--- config.mk ---
export PLATFORM = sky130hd
export DESIGN_NAME = cfgdl_ctrl
export DESIGN_NICKNAME = d
export VERILOG_FILES = /design/src/rtl/cfgdl_pkg.sv /design/src/rtl/cfgdl_dec.sv /design/src/rtl/cfgdl_seq.sv /design/src/rtl/cfgdl_bus.sv /design/src/rtl/cfgdl_ctrl.sv
export SDC_FILE = /design/constraint.sdc
export NUM_CORES = 1
export LEC_CHECK = 0
export BUFFER_PORTS_ARGS = -buffer_cell sky130_fd_sc_hd__buf_2
export CORE_MARGIN = 1
export CORE_UTILIZATION = 40
export DETAILED_ROUTE_END_ITERATION = 16
export PLACE_DENSITY = 0.66
export SETUP_SLACK_MARGIN = 0.5
export SYNTH_ARGS = -nofsm -noshare
export SYNTH_HDL_FRONTEND = slang
export SYNTH_SLANG_ARGS = --single-unit
export TNS_END_PERCENT = 100
--- constraint.sdc ---
create_clock -name clk -period 2.85 [get_ports clk]
set_input_delay 0.1425 -clock clk [delete_from_list [all_inputs] [get_ports clk]]
set_output_delay 0.1425 -clock clk [all_outputs]
set_load 0.1 [all_outputs]
--- src/rtl/cfgdl_pkg.sv ---
package cfgdl_pkg;

  typedef enum logic [1:0] {
    ST_WAIT  = 2'd0,
    ST_COPY  = 2'd1,
    ST_ERASE = 2'd2,
    ST_IDLE  = 2'd3
  } seq_st_t;

  typedef enum logic [2:0] {
    TGT_RF    = 3'd0,
    TGT_CTRL  = 3'd1,
    TGT_ERASE = 3'd2,
    TGT_NV    = 3'd3,
    TGT_NONE  = 3'd4
  } tgt_t;

  localparam logic [7:0] BLANK_BYTE = 8'hFF;

endpackage

--- src/rtl/cfgdl_dec.sv ---
module cfgdl_dec
  import cfgdl_pkg::*;
#(
  parameter int          NV_AW      = 10,
  parameter logic [15:0] NV_BASE    = 16'hF800,
  parameter logic [7:0]  CTRL_ADDR  = 8'hD8,
  parameter logic [7:0]  ERASE_ADDR = 8'hD9
) (
  input  logic [15:0] addr,
  output tgt_t        tgt
);

  localparam logic [15-NV_AW:0] NV_TAG = NV_BASE[15:NV_AW];

  always_comb begin
    if (addr[15:NV_AW] == NV_TAG) begin
      tgt = TGT_NV;
    end else if (addr[15:8] == 8'h00) begin
      if (addr[7:0] == CTRL_ADDR) begin
        tgt = TGT_CTRL;
      end else if (addr[7:0] == ERASE_ADDR) begin
        tgt = TGT_ERASE;
      end else begin
        tgt = TGT_RF;
      end
    end else begin
      tgt = TGT_NONE;
    end
  end

endmodule

--- src/rtl/cfgdl_seq.sv ---
module cfgdl_seq
  import cfgdl_pkg::*;
#(
  parameter int PWRUP_CYCLES = 50000,
  parameter int PAGE_BYTES   = 32,
  parameter int DL_PAGES     = 7,
  parameter int NV_PAGES     = 32,
  parameter int RF_AW        = 8
) (
  input  logic                             clk,
  input  logic                             rst_n,
  input  logic                             start_dl,
  input  logic                             start_er,
  input  logic [$clog2(NV_PAGES)-1:0]      er_page,
  output logic                             busy,
  output logic                             dl_done,
  output logic                             rf_we,
  output logic [RF_AW-1:0]                 rf_addr,
  output logic                             nv_we,
  output logic [$clog2(NV_PAGES)+$clog2(PAGE_BYTES)-1:0] nv_addr
);

  localparam int DL_BYTES = DL_PAGES * PAGE_BYTES;
  localparam int PAGE_W   = $clog2(PAGE_BYTES);
  localparam int PG_W     = $clog2(NV_PAGES);
  localparam int NV_AW    = PG_W + PAGE_W;
  localparam int IDX_MAX  = (DL_BYTES > PAGE_BYTES) ? DL_BYTES : PAGE_BYTES;
  localparam int IDX_W    = $clog2(IDX_MAX);
  localparam int WAIT_W   = $clog2(PWRUP_CYCLES + 1);

  localparam logic [WAIT_W-1:0] WAIT_LAST = WAIT_W'(PWRUP_CYCLES - 1);
  localparam logic [IDX_W-1:0]  COPY_LAST = IDX_W'(DL_BYTES - 1);
  localparam logic [IDX_W-1:0]  PAGE_LAST = IDX_W'(PAGE_BYTES - 1);

  seq_st_t             st_q, st_d;
  logic [WAIT_W-1:0]   wcnt_q, wcnt_d;
  logic                wcnt_en;
  logic [IDX_W-1:0]    idx_q, idx_d;
  logic                idx_en;
  logic [PG_W-1:0]     page_q, page_d;
  logic                page_en;

  // next-state logic
  always_comb begin
    st_d    = st_q;
    wcnt_d  = wcnt_q + 1'b1;
    wcnt_en = 1'b0;
    idx_d   = idx_q + 1'b1;
    idx_en  = 1'b0;
    page_d  = er_page;
    page_en = 1'b0;
    dl_done = 1'b0;
    rf_we   = 1'b0;
    nv_we   = 1'b0;
    unique case (st_q)
      ST_WAIT: begin
        wcnt_en = 1'b1;
        if (wcnt_q == WAIT_LAST) begin
          st_d   = ST_COPY;
          idx_d  = '0;
          idx_en = 1'b1;
        end
      end
      ST_COPY: begin
        rf_we  = 1'b1;
        idx_en = 1'b1;
        if (idx_q == COPY_LAST) begin
          st_d    = ST_IDLE;
          dl_done = 1'b1;
        end
      end
      ST_ERASE: begin
        nv_we  = 1'b1;
        idx_en = 1'b1;
        if (idx_q == PAGE_LAST) begin
          st_d = ST_IDLE;
        end
      end
      default: begin
        if (start_dl) begin
          st_d   = ST_COPY;
          idx_d  = '0;
          idx_en = 1'b1;
        end else if (start_er) begin
          st_d    = ST_ERASE;
          idx_d   = '0;
          idx_en  = 1'b1;
          page_en = 1'b1;
        end
      end
    endcase
  end

  // state registers
  always_ff @(posedge clk or negedge rst_n) begin
    if (!rst_n) begin
      st_q   <= ST_WAIT;
      wcnt_q <= '0;
      idx_q  <= '0;
      page_q <= '0;
    end else begin
      st_q <= st_d;
      if (wcnt_en) wcnt_q <= wcnt_d;
      if (idx_en)  idx_q  <= idx_d;
      if (page_en) page_q <= page_d;
    end
  end

  assign busy    = (st_q != ST_IDLE);
  assign rf_addr = RF_AW'(idx_q);
  assign nv_addr = (st_q == ST_ERASE) ? {page_q, idx_q[PAGE_W-1:0]} : NV_AW'(idx_q);

endmodule

--- src/rtl/cfgdl_bus.sv ---
module cfgdl_bus
  import cfgdl_pkg::*;
#(
  parameter int          NV_AW      = 10,
  parameter logic [15:0] NV_BASE    = 16'hF800,
  parameter logic [7:0]  CTRL_ADDR  = 8'hD8,
  parameter logic [7:0]  ERASE_ADDR = 8'hD9
) (
  input  logic        clk,
  input  logic        rst_n,
  input  logic        bus_req,
  input  logic        bus_we,
  input  logic [15:0] bus_addr,
  input  logic        wr_go,
  input  logic        wr_clr,
  input  logic        busy,
  input  logic        dl_done,
  input  logic [7:0]  nv_rdata,
  input  logic [7:0]  rf_rdata,
  output logic        start_dl,
  output logic        start_er,
  output logic        bw_nv_we,
  output logic        bw_rf_we,
  output logic        rsp_valid,
  output logic        rsp_ok,
  output logic [7:0]  rsp_rdata
);

  tgt_t       tgt;
  logic       acc;
  logic       ok_d;
  logic [7:0] rd_d;
  logic       err_q, err_d, err_set, err_clr;
  logic       trig_q, trig_d;

  cfgdl_dec #(
    .NV_AW      (NV_AW),
    .NV_BASE    (NV_BASE),
    .CTRL_ADDR  (CTRL_ADDR),
    .ERASE_ADDR (ERASE_ADDR)
  ) u_dec (
    .addr (bus_addr),
    .tgt  (tgt)
  );

  assign acc = bus_req && !busy;

  always_comb begin
    ok_d     = 1'b0;
    rd_d     = 8'h00;
    start_dl = 1'b0;
    start_er = 1'b0;
    bw_nv_we = 1'b0;
    bw_rf_we = 1'b0;
    err_set  = 1'b0;
    err_clr  = 1'b0;
    if (acc) begin
      unique case (tgt)
        TGT_NV: begin
          if (bus_we) begin
            if (nv_rdata == BLANK_BYTE) begin
              bw_nv_we = 1'b1;
              ok_d     = 1'b1;
            end else begin
              err_set = 1'b1;
            end
          end else begin
            ok_d = 1'b1;
            rd_d = nv_rdata;
          end
        end
        TGT_RF: begin
          ok_d = 1'b1;
          if (bus_we) bw_rf_we = 1'b1;
          else        rd_d     = rf_rdata;
        end
        TGT_CTRL: begin
          ok_d = 1'b1;
          if (bus_we) begin
            start_dl = wr_go;
            err_clr  = wr_clr;
          end else begin
            rd_d = {err_q, 6'b000000, trig_q};
          end
        end
        TGT_ERASE: begin
          ok_d     = 1'b1;
          start_er = bus_we;
        end
        default: ok_d = 1'b0;
      endcase
    end
  end

  always_comb begin
    err_d = err_q;
    if (err_set)      err_d = 1'b1;
    else if (err_clr) err_d = 1'b0;
    trig_d = trig_q;
    if (start_dl)     trig_d = 1'b1;
    else if (dl_done) trig_d = 1'b0;
  end

  always_ff @(posedge clk or negedge rst_n) begin
    if (!rst_n) begin
      rsp_valid <= 1'b0;
      rsp_ok    <= 1'b0;
      rsp_rdata <= 8'h00;
      err_q     <= 1'b0;
      trig_q    <= 1'b0;
    end else begin
      rsp_valid <= bus_req;
      if (bus_req) begin
        rsp_ok    <= ok_d;
        rsp_rdata <= rd_d;
      end
      err_q  <= err_d;
      trig_q <= trig_d;
    end
  end

endmodule

--- src/rtl/cfgdl_ctrl.sv ---
module cfgdl_ctrl
  import cfgdl_pkg::*;
#(
  parameter int          PWRUP_CYCLES = 50000,
  parameter int          PAGE_BYTES   = 32,
  parameter int          DL_PAGES     = 7,
  parameter int          NV_PAGES     = 32,
  parameter logic [15:0] NV_BASE      = 16'hF800,
  parameter logic [7:0]  CTRL_ADDR    = 8'hD8,
  parameter logic [7:0]  ERASE_ADDR   = 8'hD9,
  localparam int         NV_AW        = $clog2(NV_PAGES) + $clog2(PAGE_BYTES)
) (
  input  logic             clk,
  input  logic             rst_n,
  input  logic             bus_req,
  input  logic             bus_we,
  input  logic [15:0]      bus_addr,
  input  logic [7:0]       bus_wdata,
  output logic             bus_rsp_valid,
  output logic             bus_rsp_ok,
  output logic [7:0]       bus_rsp_rdata,
  output logic [NV_AW-1:0] nv_addr,
  output logic             nv_we,
  output logic [7:0]       nv_wdata,
  input  logic [7:0]       nv_rdata,
  output logic             rf_we,
  output logic [7:0]       rf_addr,
  output logic [7:0]       rf_wdata,
  input  logic [7:0]       rf_rdata,
  output logic             busy
);

  localparam int PG_W  = $clog2(NV_PAGES);
  localparam int RF_AW = 8;

  logic             seq_busy, seq_done, seq_rf_we, seq_nv_we;
  logic [RF_AW-1:0] seq_rf_addr;
  logic [NV_AW-1:0] seq_nv_addr;
  logic             start_dl, start_er, bw_nv_we, bw_rf_we;
  logic [PG_W-1:0]  er_page;

  assign er_page = bus_wdata[PG_W-1:0];

  cfgdl_seq #(
    .PWRUP_CYCLES (PWRUP_CYCLES),
    .PAGE_BYTES   (PAGE_BYTES),
    .DL_PAGES     (DL_PAGES),
    .NV_PAGES     (NV_PAGES),
    .RF_AW        (RF_AW)
  ) u_seq (
    .clk      (clk),
    .rst_n    (rst_n),
    .start_dl (start_dl),
    .start_er (start_er),
    .er_page  (er_page),
    .busy     (seq_busy),
    .dl_done  (seq_done),
    .rf_we    (seq_rf_we),
    .rf_addr  (seq_rf_addr),
    .nv_we    (seq_nv_we),
    .nv_addr  (seq_nv_addr)
  );

  cfgdl_bus #(
    .NV_AW      (NV_AW),
    .NV_BASE    (NV_BASE),
    .CTRL_ADDR  (CTRL_ADDR),
    .ERASE_ADDR (ERASE_ADDR)
  ) u_bus (
    .clk       (clk),
    .rst_n     (rst_n),
    .bus_req   (bus_req),
    .bus_we    (bus_we),
    .bus_addr  (bus_addr),
    .wr_go     (bus_wdata[0]),
    .wr_clr    (bus_wdata[7]),
    .busy      (seq_busy),
    .dl_done   (seq_done),
    .nv_rdata  (nv_rdata),
    .rf_rdata  (rf_rdata),
    .start_dl  (start_dl),
    .start_er  (start_er),
    .bw_nv_we  (bw_nv_we),
    .bw_rf_we  (bw_rf_we),
    .rsp_valid (bus_rsp_valid),
    .rsp_ok    (bus_rsp_ok),
    .rsp_rdata (bus_rsp_rdata)
  );

  // sequencer owns both memory ports while busy, the bus otherwise
  assign nv_addr  = seq_busy ? seq_nv_addr : bus_addr[NV_AW-1:0];
  assign nv_we    = seq_nv_we | bw_nv_we;
  assign nv_wdata = seq_busy ? BLANK_BYTE  : bus_wdata;
  assign rf_addr  = seq_busy ? seq_rf_addr : bus_addr[RF_AW-1:0];
  assign rf_we    = seq_rf_we | bw_rf_we;
  assign rf_wdata = seq_busy ? nv_rdata    : bus_wdata;
  assign busy     = seq_busy;

endmodule

==> flow_summary.toml, run 1 <==
[outcome]
run_status = "finished, violations left"
violations = "negative hold slack"

[setup_path]
critPathKind = "flop to primary output"
reg2reg_slack_ns = 0.71
worstReg2RegStart = "u_seq.st_q[0]"
critPathCaptureType = "primary output"
cp.required_ns = 2.71
r2r_end = "u_seq.page_q[0]"
worstPathArrival_ns = 2.03
crit_fanout = 41
ff2ff_path_depth = 5
start_kind = "flop"
worstSetupStartpoint = "u_seq.st_q[0]"
crit_end = "rf_addr[2]"

[logic_synthesis]
synth-edff-count = 0
post_synth.cell_area_avg_um2 = 9.53
synth_cells = 272
synth_area_um2 = 2590
ys_ff_latch = 43
syn_nets = 322
synth-main-ff-cell = "dfrtp_1"
seq_area_frac_synth = 0.415
ys_warn_count = 0
async_flop_share = 1.00
synth_cell_types = 45

[timing]
finalMaxSlewViolations = 0
hold_slack_ns = -0.0115
min_period_ns = 2.17
hold_viol = 19
setup_viol = 0
finalCritPeriodShare = 0.763
fin_skew_ns = 0.00643
tightest_slew_ns = 0.952
max_slew_margin = 0.366
setup_tns_ns = 0
max_freq_mhz = 460
rsz0062_at_grt = "no"

[pwr]
p_sw_mw = 1.99
pwr-share-comb = 0.670
total_power_mw = 3.19
power_leakage_nw = 1.51
clockPowerShare = 0.125
p_int_mw = 1.20
p_per_area_nw_per_um2 = 995
vdd_drop_max_v = 0.000969
switching_share = 0.625
pwr-share-seq = 0.205

[routing]
finalWirelength_um = 6250
drc_errors = 0
ant_nets = 0
wl_met3_um = 428
wl_met1_um = 2790
vias_per_cell = 5.39
top_layer_used = "met4"
dr.pass1.iters = 4
drtIter0Drc = 127
wl_met2_um = 2980
wl_per_cell_um = 14.5
vias = 2329

[layout]
diodes = 0
final_area_um2 = 3200
final_nets = 406
layout.cells.non_filler = 432
drive_gt1_frac = 0.342
syn2layout_area_growth_pct = 23.6

[clock_network]
clk_path_buf_depth = 2
h-tree-depth = 2
cts_setup_buffers = 0
insertion_delay_ns = 0.30
cts_tree = "built"
cts_buffers = 5
clock-sinks = 43
path_clk_slew_ns = 0.09
cts_root_buffer = "clkbuf_8"
cts_hold_repair.buffers = 0

[global_routing]
grt_first_pass_wirelength_um = 9650
overflow = 0
antenna_found_initial = 0
grtUsageTotal = 0.190
grt_max_degree = 44
grt_pass1_vias = 2054

[placement]
place_congestion = 0.806
place_inst = 424
portBuffers = 90
place_area_um2 = 3110
hpwl_um = 4850

[hold_path]
hold_path_class = "primary input to async pin"

[floorplan]
die_x_um = 82.5
initial_core_util = 0.425
io_pins = 91
die_h_um = 82.5
die_area_um2 = 6800
rows = 28
core_area_um2 = 6100

[flow_run]
cap_violations = 0
-- synthesized netlist by cell type, types with 6 or more instances --
cell type   n  area (µm²)
a21oi_1     9        45.0
a22oi_1     6        45.0
clkbuf_1    7        26.3
dfrtp_1    43        1080
ha_1        6        75.1
inv_1      18        67.6
mux2_2     14         158
nand2_1    24        90.1
nand2b_1    8        50.1
nand3_1    15        75.1
nand4_1     9        56.3
nor2_1      9        33.8
o21ai_0    19        95.1
o22ai_1     8        50.1
or3_1       6        37.5
xnor2_1    11        96.3
-- per-stage QoR --
step	utilization	worst slack, ns
2_1_floorplan	-	0.260
3_3_place_gp	0.510	0.756
3_5_place_dp	0.510	0.697
4_1_cts	0.525	0.665
5_1_grt	0.525	0.554
6_report	0.525	0.676
-- worst max-delay path, stage by stage, from the launching register on --
cell     delay, ns
dfrtp_1       0.42
ha_1          0.22
buf_4         0.26
inv_1         0.20
nand2_1       0.13
nand2_2       0.09
buf_2         0.42
-- worst min-delay path by stage --
| stage | from | endpoint | slack, ns |
|---|---|---|---|
| after detailed placement | rst_n | u_seq.rf_addr[4] | 0.35 |
| after global placement | rst_n | u_seq.rf_addr[3] | 0.35 |
| after CTS | rst_n | u_seq.rf_addr[5] | 0.02 |
| after floorplan | rst_n | u_bus.err_q | -0.15 |
| final | rst_n | u_seq.rf_addr[4] | -0.01 |
| after global routing | rst_n | u_seq.wcnt_q[2] | 0.06 |
-- logic make-up after synthesis --
group                      count (synthesis)  synth area share
and+or+nand+nor                           96             0.214
xor gates and xnor gates                  16            0.0541
adders and majority gates                  6            0.0290
AOI/OAI and AO/OA                         55             0.134
buffers and inverters                     33            0.0555
muxes                                     23            0.0980
DFF                                       43             0.415
-- registers in the layout, indices dropped and copies added, names as in the netlist --
register,cells
u_bus.rsp_valid,1
u_seq.page_q,5
u_seq.st_q,2
u_bus.rsp_ok,1
u_seq.rf_addr,8
u_bus.err_q,1
u_seq.wcnt_q,16
u_bus.rsp_rdata,8
u_bus.trig_q,1
-- layer usage --
layer	vias up	track usage
met5	-	0
met4	0	0.0439
met3	7	0.0418
met2	86	0.342
met1	1088	0.229
li1	1148	-
-- placed cells by master (no fill, tap or decap), types with 3 or more instances in the layout --
| master | count |
|---|---|
| nor3b_1 | 3 |
| dfrtp_1 | 43 |
| mux2_1 | 5 |
| nor3_1 | 3 |
| ha_1 | 5 |
| a2bb2oi_1 | 4 |
| o21ai_0 | 13 |
| buf_2 | 88 |
| nand2_1 | 23 |
| nand4_1 | 9 |
| mux2_2 | 14 |
| nand2b_1 | 8 |
| nor2_1 | 9 |
| o22ai_1 | 8 |
| a22oi_1 | 6 |
| or3_1 | 6 |
| inv_1 | 18 |
| nand3_1 | 15 |
| a21oi_1 | 9 |
| and3_1 | 3 |
| mux2i_1 | 4 |
| o21ai_1 | 7 |
| xor2_1 | 5 |
| clkbuf_8 | 5 |
| xnor2_1 | 11 |
-- layout make-up --
cell class,count,area (µm²)
fill,568,2890
multi-input combinational,196,1380
sequential,43,1080
timing repair buffer,92,495
tap,75,93.8
clock buffer,5,68.8
inverter,18,67.6
clock inverter,3,23.8
-- power by group through the flow --
stage               clock [mW]  sequential, mW  combinational (mW)
finish                   0.398           0.653                2.14
global route             0.439           0.656                2.22
CTS                      0.418           0.653                2.14
detailed placement           0           0.665                2.13
global placement             0           0.664                2.13
floorplan                    0           0.668                1.83
-- repair_timing --
action,in CTS,in global routing
endpoints found under the setup margin,0,1
resized for setup,0,1
endpoints found under the hold margin,0,0
Power figures use the tool's default switching activity.
==> run 2: changes to the inputs <==
==> constraint.sdc (replaced) <==
create_clock -name clk -period 2.19 [get_ports clk]
set_input_delay 0.1095 -clock clk [delete_from_list [all_inputs] [get_ports clk]]
set_output_delay 0.1095 -clock clk [all_outputs]
set_load 0.1 [all_outputs]
==> run 2 against run 1 <==
Compared with the run above:
- the run now ends clean
- clock skew up 0.0058 ns
- design area up 34%
- sequential share of layout area down 8.4 points
- largest power group unchanged
==> flow_summary.toml, run 2 (synthesis gave the netlist of run 1 again) <==
[floorplan]
io_pins = 91
initial_core_util = 0.425
die_area_um2 = 6800
die_x_um = 82.5
rows = 28
core_area_um2 = 6100
die_h_um = 82.5

[routing]
dr.pass1.iters = 4
ant_nets = 0
drc_errors = 0
wl_per_cell_um = 18.0
vias = 2581
finalWirelength_um = 8310
vias_per_cell = 5.59
drtIter0Drc = 122

[clock_network]
cts_tree = "built"
clock-sinks = 43
path_clk_slew_ns = 0.08
cts_root_buffer = "clkbuf_8"
cts_buffers = 5
h-tree-depth = 2
clk_path_buf_depth = 2
insertion_delay_ns = 0.31

[setup_path]
cp.required_ns = 2.08
cp_cell_sequence = "ha_4 -> buf_4 -> clkbuf_16 -> nor2b_1 -> a22o_2 -> buf_6"
crit_buf_inv = 3
cpPeakStageDelay_ns = 0.46
crit_slowest_cell = "dfrtp_2"
critPathCaptureType = "primary output"
worstPathArrival_ns = 1.87
crit_family = "buffers and inverters"
start_kind = "flop"
crit_fanout = 5
critPathKind = "flop to primary output"

[timing]
fin_skew_ns = 0.0122
min_period_ns = 1.98
tightest_slew_ns = 0.495
setup_viol = 0
finalMaxSlewViolations = 0
finalCritPeriodShare = 0.903
max_freq_mhz = 506
setup_tns_ns = 0
rsz0062_at_grt = "yes"
max_slew_margin = 0.672
hold_viol = 0

[placement]
place_inst = 430
hpwl_um = 5260
place_congestion = 0.739
portBuffers = 90

[global_routing]
antenna_found_initial = 0
grt_max_degree = 26
grt_pass1_vias = 2318
grt_first_pass_wirelength_um = 10800
overflow = 0
grtUsageTotal = 0.212

[layout]
final_nets = 436
nFillCells = 416
regMostFlops = "u_seq.wcnt_q"
syn2layout_area_growth_pct = 65.9
final_common_cell = "buf_2"
layout.cells.non_filler = 462
largest_reg_flops = 16
final_cell_mix = "buf_2, dfrtp_1, buf_4, buf_12, nand2_1"
diodes = 0
drive_gt1_frac = 0.540

[pwr]
power_leakage_nw = 1.95
p_per_area_nw_per_um2 = 1270
vdd_drop_max_v = 0.00120

[outcome]
run_status = "finished clean"

[hold_path]
hold_path_class = "primary input to flop"

[flow_run]
cap_violations = 0
run 2: area by class of cell:
| cell class | count | area, µm² | share of cell area |
|---|---|---|---|
| Clock buffer | 5 | 68.8 | 0.0160 |
| Clock inverter | 3 | 23.8 | 0.00553 |
| Inverter | 18 | 71.3 | 0.0166 |
| Multi-Input combinational cell | 196 | 1800 | 0.420 |
| Sequential cell | 43 | 1080 | 0.252 |
| Tap cell | 75 | 93.8 | 0.0218 |
| Timing Repair Buffer | 122 | 1150 | 0.269 |
run 2: what timing repair did:
item	4_1_cts	5_1_grt
pin swaps	11	17
setup endpoints to repair	57	60
gates cloned	0	2
setup buffers	13	8
hold endpoints to repair	43	0
hold buffers	1	0
gates resized for setup	59	78
run 2: report_power, final:
part	switching (mW)	internal, mW	total, mW
Combinational	2.65	1.40	4.05
Sequential	0.0390	0.825	0.864
Clock	0.311	0.228	0.540
Total	3.00	2.45	5.46
run 2: worst paths after layout:
check                      slack (ns)              from  depth (start not counted)          endpoint
min in group asynchronous        0.31             rst_n                          3   u_bus.rsp_valid
hold reg to reg                  0.48  u_seq.wcnt_q[15]                          1  u_seq.wcnt_q[15]
max in group asynchronous        1.57             rst_n                          3     u_seq.st_q[0]
hold / removal                   0.07      bus_wdata[2]                          2   u_seq.page_q[2]
setup reg to reg                 0.25     u_seq.st_q[0]                          7     u_seq.st_q[0]
setup / recovery                 0.21     u_seq.st_q[0]                          6        nv_addr[8]
run 2: routing by layer:
layer / global-route usage / vias up / part of all wire
met5: 0 / - / 0
met4: 0.0474 / 0 / 0.013
met3: 0.0396 / 9 / 0.062
met2: 0.389 / 100 / 0.53
met1: 0.256 / 1271 / 0.40
li1: - / 1201 / -
run 2: worst register-to-register path: stages, from the launching register on:
cell      delay [ns]
dfrtp_2         0.46
ha_4            0.18
and3_4          0.15
o21ai_4         0.06
nor3_2          0.06
or4_1           0.41
o211ai_1        0.14
mux2_2          0.37
run 2: per-stage QoR:
| step | util | power (mW) | cell area (µm²) | hold slack [ns] | setup WS [ns] |
|---|---|---|---|---|---|
| after floorplan | - | 3.51 | 2790 | -0.186 | 0.306 |
| after global placement | 0.559 | 4.02 | 3410 | 0.110 | 0.271 |
| after detailed placement | 0.559 | 4.04 | 3410 | 0.108 | 0.203 |
| after CTS | 0.627 | 4.92 | 3820 | 0.0545 | 0.273 |
| after global routing | 0.705 | 5.62 | 4300 | 0.0588 | 0.176 |
| final | 0.705 | 5.46 | 4300 | 0.0733 | 0.213 |
